**config.mk**
```make
export PLATFORM = sky130hd
export DESIGN_NAME = fifo_irq_autovector
export DESIGN_NICKNAME = d
export VERILOG_FILES = /design/src/rtl/irqv_pkg.sv /design/src/rtl/irqv_prio.sv /design/src/rtl/irqv_vec_hold.sv /design/src/rtl/irqv_fetch_dec.sv /design/src/rtl/fifo_irq_autovector.sv
export SDC_FILE = /design/constraint.sdc
export NUM_CORES = 1
export LEC_CHECK = 0
export CORE_MARGIN = 4
export CORE_UTILIZATION = 23
export DETAILED_ROUTE_END_ITERATION = 12
export GPL_TIMING_DRIVEN = 0
export PLACE_DENSITY = 0.76
export SYNTH_ARGS = -nofsm -noshare
export SYNTH_HDL_FRONTEND = slang
export SYNTH_SLANG_ARGS = --single-unit
```
**constraint.sdc**
```tcl
create_clock -name clk -period 1.6 [get_ports clk]
set_input_delay 0.24 -clock clk [delete_from_list [all_inputs] [get_ports clk]]
set_output_delay 0.24 -clock clk [all_outputs]
set_load 0.01 [all_outputs]
```
**src/rtl/irqv_pkg.sv**
```systemverilog
package irqv_pkg;
  localparam int unsigned BYTE_W = 8;
  typedef logic [BYTE_W-1:0] vbyte_t;

  // Vector byte for a winning source index.
  function automatic vbyte_t vec_of(input int unsigned idx,
                                    input vbyte_t base,
                                    input int unsigned step);
    return vbyte_t'(base + vbyte_t'(step * idx));
  endfunction
endpackage

```
**src/rtl/irqv_prio.sv**
```systemverilog
module irqv_prio #(
  parameter int unsigned N_SRC = 14,
  localparam int unsigned IW = $clog2(N_SRC)
) (
  input  logic [N_SRC-1:0] pend,
  output logic [N_SRC-1:0] grant,
  output logic [IW-1:0]    win_idx
);
  // Prefix "someone above is pending" chain, index 0 on top.
  logic [N_SRC-1:0] above;

  assign above[0] = 1'b0;
  genvar g;
  generate
    for (g = 1; g < N_SRC; g++) begin : g_chain
      assign above[g] = above[g-1] | pend[g-1];
    end
  endgenerate

  assign grant = pend & ~above;

  always_comb begin
    win_idx = '0;
    for (int i = 0; i < N_SRC; i++) begin
      if (grant[i]) win_idx = IW'(i);
    end
  end
endmodule

```
**src/rtl/irqv_vec_hold.sv**
```systemverilog
module irqv_vec_hold
  import irqv_pkg::*;
#(
  parameter int unsigned N_SRC    = 14,
  parameter vbyte_t      VEC_BASE = 8'h80,
  parameter int unsigned VEC_STEP = 4,
  localparam int unsigned IW = $clog2(N_SRC)
) (
  input  logic          clk,
  input  logic          rst_n,
  input  logic          ack,
  input  logic [IW-1:0] win_idx,
  output vbyte_t        live_vec,
  output vbyte_t        held_vec
);
  // With nothing pending the index is 0, giving the base vector.
  assign live_vec = vec_of(int'(win_idx), VEC_BASE, VEC_STEP);

  always_ff @(posedge clk or negedge rst_n) begin
    if (!rst_n)   held_vec <= VEC_BASE;
    else if (ack) held_vec <= live_vec;
  end
endmodule

```
**src/rtl/irqv_fetch_dec.sv**
```systemverilog
module irqv_fetch_dec #(
  parameter int unsigned  AW        = 16,
  parameter logic [AW-1:0] SLOT_ADDR = 16'h0555
) (
  input  logic          av_en,
  input  logic          fetch_stb,
  input  logic [AW-1:0] fetch_addr,
  output logic          slot_hit
);
  assign slot_hit = av_en & fetch_stb & (fetch_addr == SLOT_ADDR);
endmodule

```
**src/rtl/fifo_irq_autovector.sv**
```systemverilog
module fifo_irq_autovector
  import irqv_pkg::*;
#(
  parameter int unsigned   N_SRC     = 14,
  parameter int unsigned   AW        = 16,
  parameter vbyte_t        VEC_BASE  = 8'h80,
  parameter int unsigned   VEC_STEP  = 4,
  parameter logic [AW-1:0] SLOT_ADDR = 16'h0555
) (
  input  logic                clk,
  input  logic                rst_n,
  input  logic [N_SRC-1:0]    src_req,
  input  logic [N_SRC-1:0]    src_mask,
  input  logic                av_en,
  input  logic                irq_ack,
  input  logic [AW-1:0]       fetch_addr,
  input  logic                fetch_stb,
  input  logic [BYTE_W-1:0]   mem_rdata,
  output logic                irq_req,
  output logic [BYTE_W-1:0]   cpu_rdata,
  output logic [BYTE_W-1:0]   vec_out
);
  localparam int unsigned IW = $clog2(N_SRC);

  // Named internal events, observed by the bound checker.
  logic [N_SRC-1:0] w_pend;
  logic [N_SRC-1:0] w_grant;
  logic [IW-1:0]    w_win_idx;
  vbyte_t           w_live_vec;
  vbyte_t           w_held_vec;
  logic             w_slot_hit;

  assign w_pend = src_req & ~src_mask;

  irqv_prio #(.N_SRC(N_SRC)) u_prio (
    .pend    (w_pend),
    .grant   (w_grant),
    .win_idx (w_win_idx)
  );

  irqv_vec_hold #(
    .N_SRC(N_SRC), .VEC_BASE(VEC_BASE), .VEC_STEP(VEC_STEP)
  ) u_hold (
    .clk      (clk),
    .rst_n    (rst_n),
    .ack      (irq_ack),
    .win_idx  (w_win_idx),
    .live_vec (w_live_vec),
    .held_vec (w_held_vec)
  );

  irqv_fetch_dec #(.AW(AW), .SLOT_ADDR(SLOT_ADDR)) u_dec (
    .av_en      (av_en),
    .fetch_stb  (fetch_stb),
    .fetch_addr (fetch_addr),
    .slot_hit   (w_slot_hit)
  );

  assign irq_req   = |w_grant;
  assign vec_out   = w_held_vec;
  assign cpu_rdata = w_slot_hit ? w_held_vec : mem_rdata;
endmodule

```
==> run metrics <==
number of top-level pins=74; violations in the final reports=negative setup slack; number of diodes added for antenna fixing=0; largest net degree at the start of global routing=6; flops & latches, synth=4; biggest registers after layout=u_hold.held_vec x4; Detailed Route WL=2.57 mm; Yosys warning count=0; average size of a mapped cell=8.20 um^2; maximum VDD drop=0.221 mV; series of cell instances along the critical path=clkdlybuf4s15_1 > and4bb_2 > nand3_2 > nor4_4 > buf_4 > mux2_4 > buf_6; cell type with the highest aggregate area in the netlist=sky130_fd_sc_hd__dfrtp_1; DP Wirelength=2.01 mm; area taken by multi-input logic gates=618 um^2; number of clock buffers inserted by TritonCTS=3; leakage power figure=0.815 nW; peak clock frequency supported by timing=567 MHz; clk slew on worst S/H paths=40 ps; share of the cycle needed by the critical path after routing=1.10; fraction of final layout cells sized beyond drive strength 1=0.406; commonest cells in the netlist=10 x sky130_fd_sc_hd__nand2b_1, 8 x sky130_fd_sc_hd__nor2b_1, 6 x sky130_fd_sc_hd__nand2_1; Clock Tree Buf Depth=2; peak per-stage delay on the critical path=300 ps; initial antenna violation count=0; clock latency at the later pin of the worst-skew pair=230 ps; Final min period=1760 ps; Die Outline Area=3440 um^2; DIE WIDTH=58.7 um; number of design rule violations left after detail routing=0; Setup Viol. Count Final=7; clock sink total=4; share of Yosys cell area claimed by the top area cell type=0.169; height of the die=58.7 um; count of nets left with antenna violations after detail routing=0; DR WL/cell=13.9 um; data arrival time of the worst path=1520 ps; top cells by area in the synthesized netlist=sky130_fd_sc_hd__dfrtp_1 17%, sky130_fd_sc_hd__nand2b_1 11%, sky130_fd_sc_hd__nor2b_1 8.5%, sky130_fd_sc_hd__mux2_2 7.6%, sky130_fd_sc_hd__buf_4 5.1%; cell count after synthesis=72; share of synthesized flip-flops with an asynchronous set or reset=1.00; largest register by flop count=u_hold.held_vec; Storage cell area=100 um^2; power density over cell area=374 nW/um^2; total negative setup slack=-1060 ps; number of placement rows=18; maximum capacitance violations=0; Area Growth Syn to Fin=167%; endpoint required time on the critical path=1360 ps; flip-flop count of the largest register after layout=4; area of the core region=2450 um^2; Netlist Area Pre-Place=591 um^2; kind of start point of the critical path=input port; count of hold buffers inserted by post-cts repair=0; Setup CP Type=input port to primary output; starting density of the core=0.241; number of pins exceeding their max-slew limit in the final report=0; hold_ws=214 ps; via count of the first global-routing pass=934; part of the Yosys area used for sequential elements=0.169; Iter 0 DRT Violations=15; EDFF count, synth=0; total global-route track usage=0.144; main flop type after synthesis=sky130_fd_sc_hd__dfrtp_1; depth of the CTS H-tree=1; clock tree from TritonCTS=done; vias after detailed routing=879; first-pass iteration count of the detailed router=2; number of hold violations in the final report=0; maximum fanout along the worst path=4; unrepaired setup endpoints after global routing=true; library cell with the highest instance count after synthesis=sky130_fd_sc_hd__nand2b_1; layout net count=214; vias per inst=4.75; outcome=complete, but fails checks; number of distinct library cells after synthesis=29; clock root buffer=sky130_fd_sc_hd__clkbuf_4; worst-case setup margin in the final layout=-164 ps; number of buffer cells added on primary ports=69; first-pass GRT wire length=3.94 mm; routability cong.=0.723; Hold Crit Class=input port to asynchronous set/reset pin; fill cell total of the finished layout=215; Critical Path Slowest Stage Cell=sky130_fd_sc_hd__mux2_4; Worst setup EP type=primary output; total global routing overflow=0; Worst Clk Skew=0 ps
## cell families after synthesis
family          synth area share
compound gates             0.155
buf+inv                   0.0572
flops                      0.169
mux                       0.0763
other cells               0.0127
simple gates               0.530
## per-layer routing
metal | wire length [um] | share of wire | up-vias | global-route usage
met2 | 1210 | 0.47 | 62 | 0.252
met4 | 17 | 0.0066 | 0 | 0.0615
met3 | 436 | 0.17 | 2 | 0.0570
li1 | - | - | 422 | -
met5 | 0 | 0 | - | 0
met1 | 908 | 0.35 | 393 | 0.154
## power by group
group          internal (W)  switching, W  total (W)  leakage (nW)
Combinational      0.000229      0.000117   0.000346         0.751
Clock             0.0000835     0.0000363   0.000120        0.0138
Sequential         0.000113     0.0000110   0.000124        0.0508
## metrics by stage
step	setup slack (ps)	instance area, um^2	total power, W	util	std cells
2_1_floorplan	56.0	598	0.000224	-	74
3_3_place_gp	-956	1330	0.000417	0.540	173
3_5_place_dp	-990	1330	0.000423	0.540	173
4_1_cts	-296	1460	0.000571	0.594	181
5_1_grt	-228	1580	0.000627	0.643	185
6_report	-164	1580	0.000590	0.643	185
## final timing paths
check                                          startpoint                              to  slack (ps)  depth (start not counted)
max                                         fetch_addr[4]                    cpu_rdata[4]        -160                          7
min                                                 rst_n  u_hold.held_vec[2]$_DFFE_PN0P_         210                          1
max reg2reg                u_hold.held_vec[2]$_DFFE_PN0P_  u_hold.held_vec[2]$_DFFE_PN0P_         650                          3
min reg2reg                u_hold.held_vec[5]$_DFFE_PN0P_  u_hold.held_vec[5]$_DFFE_PN0P_         510                          2
max in group asynchronous                           rst_n  u_hold.held_vec[4]$_DFFE_PN0P_        1210                          1
min in group clk           u_hold.held_vec[5]$_DFFE_PN0P_  u_hold.held_vec[5]$_DFFE_PN0P_         510                          2
## critical path: cells and delay by family
family / cells / cell delay (ps)
buffers and inverters: 3 / 470
muxes: 1 / 300
and+or+nand+nor: 3 / 510
## layout by cell type (no fill, tap or decap), drive strengths merged, types with 2 or more instances in the layout
cell type	count
buf	29
clkdlybuf4s50	27
dlymetal6s2s	14
nand2b	10
nor2b	8
dlygate4sd2	6
nand2	6
clkdlybuf4s15	5
mux2	4
conb	4
dfrtp	4
clkbuf	4
and2b	3
nor4	3
nand3	3
nor4b	2
and4bb	2
a211oi	2
o2bb2ai	2
nor2	2
a21oi	2
o21ai	2
## timing repair
item / 4_1_cts / 5_1_grt
pin swaps: 9 / 10
endpoints found under the setup margin: 9 / 10
setup buffers: 5 / 4
resized for setup: 106 / 29
## layout make-up
class	count	area share
timing repair buffer	78	0.486
multi-input combinational	65	0.391
sequential	4	0.0634
tap	30	0.0238
buffer	4	0.0190
clock buffer	3	0.0143
inverter	1	0.00238
Note: power is estimated with default switching activity, not from simulation.
